File: src/rtl/lsa_pkg.sv
package lsa_pkg;

    localparam int unsigned WORD_W = 32;
    localparam int unsigned LANES  = WORD_W / 8;
    localparam int unsigned OFF_W  = $clog2(LANES);

    typedef enum logic [1:0] {
        SZ_BYTE     = 2'b00,
        SZ_HALF     = 2'b01,
        SZ_WORD     = 2'b10,
        SZ_WORD_ALT = 2'b11
    } acc_size_e;

    // Which lanes an access occupies, and whether it may proceed.
    typedef struct packed {
        logic [OFF_W-1:0] lo_lane;
        logic [OFF_W:0]   nbytes;
        logic             fault;
    } lane_plan_t;

    function automatic logic [OFF_W:0] size_to_bytes(acc_size_e s);
        case (s)
            SZ_BYTE: return (OFF_W+1)'(1);
            SZ_HALF: return (OFF_W+1)'(2);
            default: return (OFF_W+1)'(LANES);
        endcase
    endfunction

    function automatic logic [LANES-1:0] lane_mask(logic [OFF_W:0] n);
        logic [LANES-1:0] m;
        for (int i = 0; i < LANES; i++) m[i] = (i < int'(n));
        return m;
    endfunction

endpackage

File: src/rtl/lsa_lane_planner.sv
module lsa_lane_planner
    import lsa_pkg::*;
(
    input  logic [OFF_W-1:0] offset_i,
    input  acc_size_e        size_i,
    input  logic             big_endian_i,
    output lane_plan_t       plan_o
);
    logic [OFF_W:0] nb;
    logic           bad;
    logic [OFF_W:0] big_lo;

    always_comb begin
        nb     = size_to_bytes(size_i);
        bad    = ({1'b0, offset_i} & (nb - 1'b1)) != '0;
        big_lo = (OFF_W+1)'(LANES) - {1'b0, offset_i} - nb;
        plan_o.nbytes  = nb;
        plan_o.fault   = bad;
        if (bad)
            plan_o.lo_lane = '0;
        else if (big_endian_i)
            plan_o.lo_lane = big_lo[OFF_W-1:0];
        else
            plan_o.lo_lane = offset_i;
    end
endmodule

File: src/rtl/lsa_load_extract.sv
module lsa_load_extract
    import lsa_pkg::*;
(
    input  logic [WORD_W-1:0] rd_word_i,
    input  lane_plan_t        plan_i,
    input  logic              sign_ext_i,
    output logic [WORD_W-1:0] data_o
);
    logic [WORD_W-1:0] shifted;
    logic [WORD_W-1:0] keep;
    logic              top_bit;

    always_comb begin
        shifted = rd_word_i >> {plan_i.lo_lane, 3'b000};
        keep    = '0;
        for (int l = 0; l < LANES; l++)
            keep[8*l +: 8] = {8{l < int'(plan_i.nbytes)}};
        top_bit = shifted[8*int'(plan_i.nbytes) - 1];
        if (plan_i.fault)
            data_o = '0;
        else
            data_o = (shifted & keep) | ((sign_ext_i && top_bit) ? ~keep : '0);
    end

    always_comb begin
        if (plan_i.fault)
            a_r6_load_zero: assert (data_o == '0);
    end
endmodule

File: src/rtl/lsa_store_place.sv
module lsa_store_place
    import lsa_pkg::*;
(
    input  logic [WORD_W-1:0] wr_data_i,
    input  lane_plan_t        plan_i,
    output logic [WORD_W-1:0] wr_word_o,
    output logic [LANES-1:0]  byte_en_o
);
    logic [LANES-1:0]  en_low;
    logic [WORD_W-1:0] low_bytes;

    always_comb begin
        en_low = lane_mask(plan_i.nbytes);
        for (int l = 0; l < LANES; l++)
            low_bytes[8*l +: 8] = en_low[l] ? wr_data_i[8*l +: 8] : 8'h00;
    end

    assign byte_en_o = plan_i.fault ? '0 : (en_low << plan_i.lo_lane);
    assign wr_word_o = plan_i.fault ? '0 : (low_bytes << {plan_i.lo_lane, 3'b000});

    for (genvar g = 0; g < LANES; g++) begin : g_lane_chk
        always_comb begin
            if (!byte_en_o[g])
                a_r8_idle_lane_zero: assert (wr_word_o[8*g +: 8] == 8'h00);
        end
    end
endmodule

File: src/rtl/lsa_top.sv
module lsa_top
    import lsa_pkg::*;
(
    input  logic        big_endian_i,
    input  logic [1:0]  size_i,
    input  logic        sign_ext_i,
    input  logic [31:0] addr_i,
    input  logic [31:0] rd_word_i,
    input  logic [31:0] wr_data_i,
    output logic [31:0] load_data_o,
    output logic [31:0] wr_word_o,
    output logic [3:0]  byte_en_o,
    output logic        misalign_o
);
    lane_plan_t plan;
    acc_size_e  size_e;

    assign size_e = acc_size_e'(size_i);

    lsa_lane_planner u_plan (
        .offset_i     (addr_i[OFF_W-1:0]),
        .size_i       (size_e),
        .big_endian_i (big_endian_i),
        .plan_o       (plan)
    );

    lsa_load_extract u_load (
        .rd_word_i  (rd_word_i),
        .plan_i     (plan),
        .sign_ext_i (sign_ext_i),
        .data_o     (load_data_o)
    );

    lsa_store_place u_store (
        .wr_data_i (wr_data_i),
        .plan_i    (plan),
        .wr_word_o (wr_word_o),
        .byte_en_o (byte_en_o)
    );

    assign misalign_o = plan.fault;

    always_comb begin
        if (misalign_o)
            a_r6_no_enable_on_fault: assert (byte_en_o == '0);
        if (size_i == 2'b00)
            a_r5_byte_never_faults: assert (!misalign_o);
        if (!misalign_o && size_i == 2'b00)
            a_r7_byte_onehot: assert ($countones(byte_en_o) == 1);
        if (!misalign_o && size_i == 2'b01)
            a_r7_half_two: assert ($countones(byte_en_o) == 2);
        if (!misalign_o && size_i[1])
            a_r7_word_all: assert (byte_en_o == 4'hF);
    end
endmodule

File: config.mk
export PLATFORM = sky130hd
export DESIGN_NAME = lsa_top
export DESIGN_NICKNAME = d
export VERILOG_FILES = /design/src/rtl/lsa_pkg.sv /design/src/rtl/lsa_lane_planner.sv /design/src/rtl/lsa_load_extract.sv /design/src/rtl/lsa_store_place.sv /design/src/rtl/lsa_top.sv
export SDC_FILE = /design/constraint.sdc
export NUM_CORES = 1
export LEC_CHECK = 0
export BUFFER_PORTS_ARGS = -buffer_cell sky130_fd_sc_hd__buf_2
export CAP_MARGIN = 20
export CORE_MARGIN = 2
export CORE_UTILIZATION = 39
export DETAILED_ROUTE_END_ITERATION = 16
export GPL_TIMING_DRIVEN = 0
export PLACE_DENSITY = 0.86
export SYNTH_ARGS = -nofsm -noshare
export SYNTH_HDL_FRONTEND = slang
export SYNTH_SLANG_ARGS = --single-unit
File: constraint.sdc
create_clock -name vclk -period 5.7
set_input_delay 1.14 -clock vclk [all_inputs]
set_output_delay 1.14 -clock vclk [all_outputs]
set_load 0.01 [all_outputs]
Word-level counts from Yosys, hierarchy flattened
Index checks and enable logic that the tools add are counted. Widths: inputs -> output; s select.

Add/sub/neg operators: 4. Magnitude comparators: 5. Equal/unequal tests: 1. Shift-type cells: 3. Multiplexer cells: 14. Bitwise logic cells: 4. Reductions and logical operators: 3.

Operator list (count): $mux 32 (3); $and 32x32->32 (1); $lt 32x7->1 const B (1); $mux 8 (4); $not 32->32 (1); $or 32x32->32 (1); $shl 32x5->32 (1); $shr 32x5->32 (1); $sub 6x1->7 const B (1); $lt 1x3->1 const A (2); $lt 2x3->1 const A (2); $pmux 3 s2 (1); $bmux 1 s5 (1); $mux 2 (2); $mux 4 (1); $shl 4x2->4 (1); $and 2x3->3 (1); $reduce_bool 3->1 (1); $sub 3x1->3 const B (1); $eq 2x1->1 const B (1); $logic_not 2->1 (1); $mux 1 (2); $sub 1x2->2 const A (1); $sub 2x2->2 (1); $logic_and 1x1->1 (1).

Register bits after elaboration: 0. Input port bits: 100. Output and inout port bits: 69. Logic and storage cells: 34.

Longest topological paths before layout
Depth in word-level cells: 14. Depth in mapped cells: 11. Gate-level depth less buffers: 9.

Modules after synthesis
Synthesis repeated with hierarchy kept, for this count alone.

Cells, all modules: 283. Area total of the unflattened synthesis: 1958.1 um2.

Modules (own cells, without submodules): lsa_store_place (times used 1, cells each 132, area each 938.4 um2, sequential area each 0.0 um2); lsa_load_extract (times used 1, cells each 132, area each 877.1 um2, sequential area each 0.0 um2); lsa_lane_planner (times used 1, cells each 19, area each 142.6 um2, sequential area each 0.0 um2).

Worst setup path after synthesis
No wires, ideal clock.

Path kind: input -> output. Start: input size_i[0]. End: output load_data_o[24]. Arrival time: 3.591 ns. Required time: 4.560 ns. Setup slack: 0.969 ns. Stages on the path: 10. Buffers on the path: 1. Cells stage by stage: nor2_1 inv_1 clkbuf_1 ha_1 nand2b_1 mux2i_4 mux2i_4 mux2i_4 o22ai_4 nor3_1.

Longest elaborated chain between the ends: 14. Elaborated cells between the ends (all ways): 21. Those cells by class: add/sub (3); order compare (1); eq/ne (1); shift (1); mux (8); bitwise (4); reduce/logical (3).

RTL lines: start, declared (RTL line lsa_top.sv:5) `input logic [1:0] size_i,`; $eq 2x1->1 or $logic_not 2->1 (tied branches) (RTL line lsa_pkg.sv:22) `case (s)`; $pmux 3 s2 (*) (RTL line lsa_pkg.sv:22); $sub 3x1->3 (RTL line lsa_lane_planner.sv:15) `bad = ({1'b0, offset_i} & (nb - 1'b1)) != '0;`; $and 2x3->3 (RTL line lsa_lane_planner.sv:15); $reduce_bool 3->1 (RTL line lsa_lane_planner.sv:15); $mux 2 (RTL line lsa_lane_planner.sv:19) `if (bad)`; $shr 32x5->32 (RTL line lsa_load_extract.sv:14) `shifted = rd_word_i >> {plan_i.lo_lane, 3'b000};`; $bmux 1 s5 (RTL line lsa_load_extract.sv:18) `top_bit = shifted[8*int'(plan_i.nbytes) - 1];`; $mux 1 (implied by the code) (2 in series) (RTL line lsa_load_extract.sv:18); $logic_and 1x1->1 (RTL line lsa_load_extract.sv:22) `data_o = (shifted & keep) | ((sign_ext_i && top_bit) ? ~keep : '0);`; $mux 32 (RTL line lsa_load_extract.sv:22); $or 32x32->32 (RTL line lsa_load_extract.sv:22); $mux 32 (*) (RTL line lsa_load_extract.sv:19) `if (plan_i.fault)`; end, declared (RTL line lsa_top.sv:10) `output logic [31:0] load_data_o,`.

Mark *: on every way between the ends. The rest lies on a longest branch, timed or not. The select of a mux whose other input is x is not followed.

Worst setup path in the final report
Start: input size_i[1]. End: output load_data_o[12].

Same word-level chain as after synthesis.

==> metrics.md <==
| Metric | Value |
|---|---|
| Outcome | finished, final reports clean |
| HPWL reported at the end of detailed placement | 5900 µm |
| Top Usage Layer GRT | met2 |
| Number of warning messages in the yosys log | 0 |
| Ratio of final minimum period to clock period | 0.961 |
| Combined area of the multi-input logic cells | 1630 µm² |
| Ordered list of cells on the worst path | buf_2, nor2_1, inv_1, clkbuf_1, ha_1, and2b_4, nor3_4, mux2i_2, mux2i_1, a21oi_2, nor2_1, buf_2 |
| Die width | 70.9 µm |
| Total number of vias | 2,829 |
| Number of setup buffers added after CTS | 0 |
| GR met1 Demand/Resource | 0.368 |
| Arrival time at the worst endpoint | 4340 ps |
| DRC marker count from the first detailed-route iteration | 339 |
| Antenna Cells | 0 |
| Sequential area share after synthesis | 0 |
| Worst path required time | 4560 ps |
| Buffers on Ports | 138 |
| Worst setup endpoint | load_data_o[12] |
| Setup total negative slack | 0 ps |
| Fraction of met3 tracks used by global routing | 0.0242 |
| Number of violations of the max-capacitance limit | 0 |
| Longest individual stage delay on the worst path | 480 ps |
| Overall global routing resource usage | 0.277 |
| Combined flip-flop and latch cell area | 0 µm² |
| Residual DRC count | 0 |
| FFs & Latches | 0 |
| Power spent charging and discharging nets | 0.000199 W |
| Slowest stage cell, crit path | ha_1 |
| Shortest period the worst path allows | 5480 ps |
| Routed length per instance | 16.7 µm |
| Summed instance area of the synthesized netlist | 1750 µm² |
| Largest net degree at the start of global routing | 13 |
| CP Capture Type | output port |
| Post-DR vias/cell | 6.16 |
| PnR Total Power | 0.000336 W |
| Setup repair after global routing missed its margin | no |
| Filler cells | 418 |
| Global-route wire length before repair | 11,700 µm |
| Count of buffering cells on the critical path with inverters included | 4 |
| Flop pwr share | 0 |
| Clock Buffer Count | 0 |
| Fraction of layout instances using a drive strength above 1 | 0.425 |
| Post-layout worst setup margin | 220 ps |
| Total power per unit cell area | 133 nW/µm² |
| Max FO, Critical Path | 12 |
| Starting density of the core | 0.404 |
| First-pass DRT Iterations | 5 |
| Largest delay contributor family on the critical path | simple AND/OR/NAND/NOR gates |
| NumNets Final | 512 |
| Number of distinct standard cells referenced by the synthesized netlist | 44 |
| Mean instance size in the synthesized netlist | 6.50 µm² |
| Synthesis-to-layout area growth | 44.5% |
| Critical setup path kind | in2out |
| Setup-failing EPs final | 0 |
| Die span in y | 70.9 µm |
| Number of cells on the critical path | 12 |
| Detailed Route WL | 7680 µm |
| I/O pins | 169 |
| Achievable clock frequency | 182 MHz |
| Tightest slew margin relative to the limit | 0.574 |
| Cell internal pwr | 0.000137 W |
| RePlAce Congestion | 0.878 |
| Placement Rows | 24 |
| Total nets after synthesis | 372 |
| Core area | 4320 µm² |
| Gr ovfl total | 0 |
| Number of global-route vias before repair | 2,510 |
| Relative contribution of combinational cells to total power | 1.000 |
| Number of max-slew violations in the final report | 0 |
| Slew of the pin with the lowest slew margin | 639 ps |
| Antenna violations before repair | 0 |
| Highest ir drop seen on vdd | 64.2 µV |
| Worst min-delay path class | in2out |
| Nature of the critical path startpoint | primary input |
| Antenna Nets Post-Route | 0 |
| Leakage | 1.27 nW |
| Grt met2 use | 0.483 |
| DIE AREA | 5030 µm² |
| Post-synthesis instance total | 269 |
| Final count of hold timing violations | 0 |
| Worst slack, placed | 144 ps |
| Worst Setup SP | size_i[1] |
| Switching share of total power | 0.593 |
| Relative contribution of the clock network to total power | 0 |
==> layout by cell type, fill, tap and decap left out, types with 14 or more instances in the layout <==
cell type / n
buf_2: 145
nor2_1: 38
a21oi_1: 27
mux2i_1: 19
and3_1: 17
nand3_1: 17
a31oi_1: 16
o22ai_1: 15
clkbuf_1: 14
==> cells in the mapped netlist, types with 5 or more instances <==
cell      number  share of area
and3_1        17          0.061
mux2_2         9          0.058
mux2i_1       20           0.11
nand2_1        8          0.017
o21a_1         7          0.030
a221oi_1       7          0.035
o21ai_0        5          0.014
nand3_1       17          0.049
nor3_1         9          0.026
and2_1         9          0.032
clkbuf_1      14          0.030
nor2_1        39          0.084
a21oi_1       27          0.077
a31oi_1       16          0.057
buf_2          7          0.020
o22ai_1       15          0.054
==> through the flow <==
stage                     hold slack [ps]  instances  area (µm²)  utilization
after floorplan                      2420        269        1750            -
after global placement               2600        459        2500        0.579
after detailed placement             2600        459        2500        0.579
after CTS                            2600        459        2500        0.579
after global routing                 2620        459        2530        0.584
final                                2600        459        2530        0.584
==> layout make-up <==
class | instances | share of cell area
well taps | 52 | 0.0258
plain buffers | 25 | 0.0466
inverters | 5 | 0.00743
repair buffers | 138 | 0.273
multi-input cells | 239 | 0.647
==> worst min path at each step <==
stage / slack [ps] / cells past startpoint / endpoint / from
after detailed placement: 2600 / 3 / wr_word_o[4] / wr_data_i[4]
final: 2600 / 3 / wr_word_o[4] / wr_data_i[4]
after global routing: 2620 / 3 / wr_word_o[5] / wr_data_i[5]
after global placement: 2600 / 3 / wr_word_o[4] / wr_data_i[4]
after CTS: 2600 / 3 / wr_word_o[4] / wr_data_i[4]
after floorplan: 2420 / 1 / wr_word_o[0] / wr_data_i[0]
==> timing repair <==
item / CTS / global route
gates resized for setup: 0 / 4
hold buffers: 0 / 0
endpoints found under the setup margin: 0 / 25
==> layer usage <==
metal | vias to the layer above | wire length [µm]
met4 | 0 | 147
met3 | 16 | 794
met2 | 200 | 3770
li1 | 1299 | -
met5 | - | 0
met1 | 1314 | 2970
==> power groups by stage <==
| stage | registers (W) | clock network [W] | logic [W] |
|---|---|---|---|
| floorplan | 0 | 0 | 0.000208 |
| global placement | 0 | 0 | 0.000318 |
| detailed placement | 0 | 0 | 0.000325 |
| CTS | 0 | 0 | 0.000326 |
| global route | 0 | 0 | 0.000363 |
| finish | 0 | 0 | 0.000336 |
==> kinds of logic after synthesis <==
| group | synth area share |
|---|---|
| buffers and inverters | 0.0780 |
| xor gates and xnor gates | 0.0200 |
| adders and majority gates | 0.0215 |
| muxes | 0.211 |
| AOI/OAI and AO/OA | 0.341 |
| and+or+nand+nor | 0.328 |
No activity file was read; power rests on OpenSTA's default activity.
